### src/rtl/svc_req_pkg.sv
// Package: shared code values and widths for the service request bank.
// Assumes: codes are 2 bits; 00 is the idle (service complete) value.
package svc_req_pkg;
    localparam int CODE_W = 2;
    typedef enum logic [CODE_W-1:0] {
        SVC_IDLE  = 2'b00,
        SVC_INIT  = 2'b01,
        SVC_REQ_A = 2'b10,
        SVC_REQ_B = 2'b11
    } svc_code_t;
endpackage

### src/rtl/svc_write_guard.sv
// Module: splits the host write word into per-channel codes and marks the
// fields whose code is a request code (nonzero) as accepted.
// Assumes: channel k sits at bits [CODE_W*k +: CODE_W].
module svc_write_guard #(
    parameter int NUM_CH = 8,
    parameter int CODE_W = 2,
    localparam int WORD_W = NUM_CH * CODE_W
) (
    input  logic                           wr_en,
    input  logic [WORD_W-1:0]              wr_data,
    output logic [NUM_CH-1:0]              accept,
    output logic [NUM_CH-1:0][CODE_W-1:0]  code
);
    for (genvar k = 0; k < NUM_CH; k++) begin : g_lane
        // Slice one channel's code and gate it on nonzero value.
        always_comb begin
            code[k]   = wr_data[CODE_W*k +: CODE_W];
            accept[k] = wr_en && (wr_data[CODE_W*k +: CODE_W] != '0);
        end
    end
endmodule

### src/rtl/svc_field_cell.sv
// Module: one channel's request field. A guarded host write wins over the
// channel's completion strobe; the strobe alone returns the field to idle.
// Assumes: wr_accept is already qualified as a nonzero code.
module svc_field_cell #(
    parameter int CODE_W = 2
) (
    input  logic              clk,
    input  logic              rst_n,
    input  logic              wr_accept,
    input  logic [CODE_W-1:0] wr_code,
    input  logic              done_stb,
    output logic [CODE_W-1:0] field_q,
    output logic              pending
);
    // Field register: reset, host write, then completion, in that priority.
    always_ff @(posedge clk) begin
        if (!rst_n)
            field_q <= '0;
        else if (wr_accept)
            field_q <= wr_code;
        else if (done_stb)
            field_q <= '0;
    end

    // Pending flag: any non-idle code is an outstanding request.
    always_comb pending = (field_q != '0);


    write_wins_chk: assert property (@(posedge clk) disable iff (!rst_n)
        wr_accept |=> field_q == $past(wr_code));

    done_clears_chk: assert property (@(posedge clk) disable iff (!rst_n)
        (done_stb && !wr_accept) |=> field_q == '0);

    hold_chk: assert property (@(posedge clk) disable iff (!rst_n)
        (!wr_accept && !done_stb) |=> $stable(field_q));
endmodule

### src/rtl/svc_req_bank.sv
// Module: top of one bank of eight guarded service request fields.
// Assumes: bus decoding produces wr_en for this bank; completion strobes
// come from the channel service logic, one cycle wide or longer.
module svc_req_bank
    import svc_req_pkg::*;
#(
    parameter int NUM_CH = 8,
    localparam int WORD_W = NUM_CH * CODE_W
) (
    input  logic              clk,
    input  logic              rst_n,
    input  logic              wr_en,
    input  logic [WORD_W-1:0] wr_data,
    output logic [WORD_W-1:0] rd_data,
    input  logic [NUM_CH-1:0] done_stb,
    output logic [NUM_CH-1:0] pending
);
    logic [NUM_CH-1:0]             accept;
    logic [NUM_CH-1:0][CODE_W-1:0] code;

    svc_write_guard #(.NUM_CH(NUM_CH), .CODE_W(CODE_W)) i_guard (
        .wr_en  (wr_en),
        .wr_data(wr_data),
        .accept (accept),
        .code   (code)
    );

    for (genvar k = 0; k < NUM_CH; k++) begin : g_ch
        logic [CODE_W-1:0] fq;
        svc_field_cell #(.CODE_W(CODE_W)) i_cell (
            .clk      (clk),
            .rst_n    (rst_n),
            .wr_accept(accept[k]),
            .wr_code  (code[k]),
            .done_stb (done_stb[k]),
            .field_q  (fq),
            .pending  (pending[k])
        );
        // Place channel k's field at its fixed position in the read word.
        always_comb rd_data[CODE_W*k +: CODE_W] = fq;


        pending_match_chk: assert property (@(posedge clk) disable iff (!rst_n)
            pending[k] == (rd_data[CODE_W*k +: CODE_W] != '0));
    end
endmodule

### config.mk
export PLATFORM = sky130hd
export DESIGN_NAME = svc_req_bank
export DESIGN_NICKNAME = d
export VERILOG_FILES = /design/src/rtl/svc_req_pkg.sv /design/src/rtl/svc_write_guard.sv /design/src/rtl/svc_field_cell.sv /design/src/rtl/svc_req_bank.sv
export SDC_FILE = /design/constraint.sdc
export NUM_CORES = 1
export LEC_CHECK = 0
export ABC_AREA = 1
export BUFFER_PORTS_ARGS = -buffer_cell sky130_fd_sc_hd__buf_2
export CAP_MARGIN = 20
export CORE_ASPECT_RATIO = 1.4
export CORE_MARGIN = 2
export CORE_UTILIZATION = 37
export CTS_CLUSTER_SIZE = 20
export DETAILED_ROUTE_END_ITERATION = 8
export HOLD_SLACK_MARGIN = 0.15
export PLACE_DENSITY = 0.71
export SLEW_MARGIN = 30
export SYNTH_ARGS = -nofsm -noshare
export SYNTH_HDL_FRONTEND = slang
export SYNTH_HIERARCHICAL = 1
export SYNTH_SLANG_ARGS = --single-unit
### constraint.sdc
create_clock -name clk -period 0.8 [get_ports clk]
set_clock_uncertainty 0.15 [all_clocks]
set_input_delay 0.04 -clock clk [delete_from_list [all_inputs] [get_ports clk]]
set_output_delay 0.04 -clock clk [all_outputs]
set_load 0.005 [all_outputs]
[Word-level counts from Yosys, hierarchy flattened]
Index checks and enable logic that the tools add are counted.
Storage, ports and cells
  logic and storage cells: 56
  output and inout port bits: 24
  flip-flop bits (word level): 16
Operators by class
  muxes and demuxes: 16
  reduce and logical (&&, ||, !) cells: 32
Operators with widths (count)
  nonzero test 2 bit: 24
  2-to-1 mux 2 bit: 16
  logical AND 1 bit: 8

[Depth between registers and ports, before layout]
  depth in word-level cells: 3
  depth in mapped cells: 5
  depth with buffers taken out: 5

[By module]
Netlist, hierarchy kept.
Modules (own cells, without submodules)
  svc_field_cell: area each 81.3 um^2, times used 8, sequential area each 40.0 um^2, cells an instance 11
  svc_write_guard: area each 183.9 um^2, times used 1, sequential area each 0.0 um^2, cells an instance 33

[Worst setup path before layout]
No wires, ideal clock.
  kind: register to output
  from: register g_ch[0].i_cell.field_q[0]
  to: output port pending[0]
  arrival: 0.600 ns
  slack: 0.010 ns
  cell stages (with the launch flop): 2
  required time: 0.610 ns
  cells stage by stage: dfxtp_1 > or2_2
On the way
  cells in the longest elaborated chain, start to end: 1
RTL lines
  from (decl): RTL line svc_field_cell.sv:12  | output logic [CODE_W-1:0] field_q,
  from (signal assigned): RTL line svc_field_cell.sv:20  | field_q <= wr_code;
  nonzero test 2 bit: RTL line svc_field_cell.sv:26  | always_comb pending = (field_q != '0);
  to (decl): RTL line svc_req_bank.sv:16  | output logic [NUM_CH-1:0] pending
Every way passes these cells.

[Final worst setup path]
  from: register g_ch[6].i_cell.field_q[1]
  to: output port pending[6]
On the way
  cells in the longest elaborated chain, start to end: 1
RTL lines (RTL line)
  from (decl): svc_field_cell.sv:12
  from (signal assigned): svc_field_cell.sv:20
  nonzero test 2 bit: svc_field_cell.sv:26
Every way passes these cells.

==> metrics.md <==
| Metric | Value |
|---|---|
| Fraction of the core area covered by cells at the end of the flow | 0.747 |
| Part of the power in combinational logic | 0.308 |
| Combined global-route utilization of all metal layers | 0.198 |
| Number of hold violations in the final report | 16 |
| Relative contribution of sequential cells to total power | 0.431 |
| Net switching power | 0.530 mW |
| Ratio of routed vias to standard cells | 4.80 |
| Worst Tran Pin Value | 0.254 ns |
| Floorplan die area | 0.00266 sq mm |
| CP Depth | 2 |
| Post-route standard cell area excluding fillers | 0.00161 sq mm |
| TritonCTS clock tree | built |
| Routed wire length per instance | 12.9 um |
| Internal power | 1.48 mW |
| Total Power Consumption | 2.01 mW |
| Top-level port count | 51 |
| Floorplan core area | 0.00215 sq mm |
| Number of H-tree branching levels | 1 |
| End of the worst register-to-register path | g_ch[6].i_cell/field_q[0] |
| Destination of the critical timing path | pending[6] |
| Maximum buffer depth of the clock tree | 2 |
| Initial antenna violation count | 0 |
| Clock transition at the register clock pins on the worst setup and hold paths after CTS | 0.10 ns |
| Leading registers by flop count | g_ch.i_cell/field_q x16 |
| Buffers & Inverters on Critical Path | 1 |
| Via count of the first global-routing pass | 957 |
| Ratio of cells with drive above 1 in the final layout | 0.761 |
| Critical path endpoint category | output pin |
| Register with the most flip-flops | g_ch.i_cell/field_q |
| Initial core utilization | 0.388 |
| DRC errors left | 0 |
| # port buffers | 50 |
| Die span in x | 44.1 um |
| Maximum clock rate | 856 MHz |
| Data arrival time of the critical path | 0.98 ns |
| Vias after detailed routing | 988 |
| Number of warning messages in the yosys log | 6 |
| Startpoint type of the worst setup path | flip-flop |
| Cell count after synthesis | 121 |
| Net total in the final layout | 212 |
| Final setup vio count | 40 |
| Worst r2r path cells | 4 |
| Worst hold slack | -0.145 ns |
| Cell-by-cell listing of the critical path | or2_4, buf_6 |
| Violated checks | negative hold slack, negative setup slack |
| Clock insertion delay at the later pin of the skew report | 0.28 ns |
| Critical Path Fanout Max | 2 |
| Post-route clock period utilization | 1.46 |
| Tightest slew margin relative to the limit | 0.830 |
| Data required time of the critical path | 0.61 ns |
| Area of the mapped netlist | 835 sq um |
| Overall die height | 60.2 um |
| Internal reg-to-reg setup slack | -0.13 ns |
| Areal power density over the cells | 1250 mW/mm^2 |
| Number of DRC markers after the initial detailed-route iteration | 2 |
| Global placement routability congestion | 0.715 |
| Kind of cell adding the most delay to the critical path | flip-flops |
| Wire length of the first global-routing pass | 3.82 mm |
| Number of cells on the worst hold path | 3 |
| Synth-to-Final Area Change | 92.7% |
| DRT antenna net count | 0 |
| Remaining global-route overflow | 0 |
| Sequential fraction of the synthesis area | 0.384 |
| Post-Synthesis Mean Instance Area | 6.90 sq um |
| Total wirelength of the detailed-routed design | 2.67 mm |
| Cts bufs inserted | 3 |
| Hold crit path type | primary input to flip-flop |
| Final setup slack of the worst path | -0.368 ns |
| Critical path's largest stage delay | 0.34 ns |
| Number of max-cap violations | 0 |
| Sinks on the clock net | 16 |
| Switching portion of total power | 0.263 |
| Instance area at placement | 0.00110 sq mm |
| Worst setup path start | g_ch[6].i_cell/field_q[1] |
| RSZ-0062 raised after global routing | yes |
| Half-perimeter wire length after placement | 1.62 mm |
| Leakage Power | 0.821 nW |
| R2r startpoint | g_ch[6].i_cell/field_q[0] |
| Total inserted antenna cells | 0 |
| First-pass iteration count of the detailed router | 4 |
| Syn nets | 148 |
| Max reg flops | 16 |
| Clock period minus final worst setup slack | 1.17 ns |
| Distinct cell type count after synthesis | 9 |
| VDD IR-drop max | 0.858 mV |
| Critical Path Slowest Stage Cell | sky130_fd_sc_hd__dfxtp_2 |
| #FFs+latches synth | 16 |
| Clock group share of total power | 0.261 |
| Slew Viols, Final | 0 |
| CTS Root Buffer Type | sky130_fd_sc_hd__clkbuf_4 |
| Maximum number of pins on one net before global-route repair | 10 |
| Number of standard-cell rows in the floorplan | 20 |
| Result of the run | finished, violations left |
| WS Path Type | flip-flop to output pin |
cell type report:
| type | instances | area (sq um) |
|---|---|---|
| repair buffers | 75 | 674 |
| fillers | 149 | 544 |
| multi-input cells | 80 | 495 |
| flip-flops and latches | 16 | 340 |
| clock buffers | 4 | 36.3 |
| inverters | 9 | 33.8 |
| well taps | 22 | 27.5 |
per-layer routing:
metal | up-vias | wire, um | GRT usage
li1 | 481 | - | -
met1 | 465 | 828 | 0.160
met2 | 36 | 1670 | 0.431
met3 | 6 | 116 | 0.0272
met4 | 0 | 54 | 0.0909
met5 | - | 0 | 0
power by group through the flow:
stage | clock, mW | sequential, mW | combinational, mW
after global placement | 0 | 0.867 | 0.356
after CTS | 0.527 | 0.865 | 0.535
final | 0.525 | 0.867 | 0.620
after floorplan | 0 | 0.877 | 0.199
after global routing | 0.569 | 0.870 | 0.669
after detailed placement | 0 | 0.868 | 0.370
cells by family after synthesis:
kind of cell	count (synthesis)	synth area share
DFF	16	0.384
AOI/OAI and AO/OA	16	0.0960
buffers and inverters	25	0.184
and+or+nand+nor	64	0.336
synthesized netlist by cell type (all sizes together):
| cell type | number | share of area |
|---|---|---|
| a21oi | 16 | 0.096 |
| buf | 16 | 0.14 |
| dfxtp | 16 | 0.38 |
| inv | 9 | 0.040 |
| nand2 | 32 | 0.14 |
| nor2 | 24 | 0.13 |
| or2 | 8 | 0.060 |
what timing repair did:
item	CTS	global route
pin swaps	6	8
endpoints found under the hold margin	16	16
setup endpoints to repair	37	40
gates resized for setup	71	35
buffers inserted	6	5
worst register-to-register path, stage by stage (launching register included):
cell                      delay [ns]
sky130_fd_sc_hd__dfxtp_2        0.36
sky130_fd_sc_hd__buf_6          0.10
sky130_fd_sc_hd__buf_6          0.09
sky130_fd_sc_hd__nand2_4        0.04
sky130_fd_sc_hd__a21oi_2        0.13
layout by cell type, fill, tap and decap left out:
master / instances
sky130_fd_sc_hd__a21oi_1: 4
sky130_fd_sc_hd__nand2_2: 10
sky130_fd_sc_hd__inv_2: 1
sky130_fd_sc_hd__or2_4: 8
sky130_fd_sc_hd__a21oi_2: 12
sky130_fd_sc_hd__clkbuf_4: 3
sky130_fd_sc_hd__nand2_4: 6
sky130_fd_sc_hd__buf_2: 26
sky130_fd_sc_hd__clkbuf_8: 1
sky130_fd_sc_hd__buf_6: 47
sky130_fd_sc_hd__nand2_1: 16
sky130_fd_sc_hd__dfxtp_2: 16
sky130_fd_sc_hd__buf_4: 2
sky130_fd_sc_hd__nor2_2: 8
sky130_fd_sc_hd__inv_1: 8
sky130_fd_sc_hd__nor2_1: 16
stage by stage:
| stage | worst slack, ns | cells | setup TNS (ns) |
|---|---|---|---|
| finish | -0.368 | 206 | -7.67 |
| global route | -0.398 | 206 | -8.85 |
| CTS | -0.362 | 202 | -7.16 |
| detailed placement | -0.171 | 192 | -2.62 |
| global placement | -0.112 | 192 | -2.08 |
| floorplan | 0.00969 | 121 | 0 |
how the worst min path moves through the flow:
stage               slack, ns                        end        start
global placement         0.15  g_ch[6].i_cell/field_q[0]  done_stb[6]
CTS                     -0.15  g_ch[1].i_cell/field_q[0]  done_stb[1]
detailed placement       0.16  g_ch[1].i_cell/field_q[0]  done_stb[1]
finish                  -0.14  g_ch[1].i_cell/field_q[0]   wr_data[2]
global route            -0.15  g_ch[0].i_cell/field_q[0]   wr_data[0]
floorplan                0.02  g_ch[0].i_cell/field_q[0]        rst_n
No activity file was read; power rests on OpenSTA's default activity.
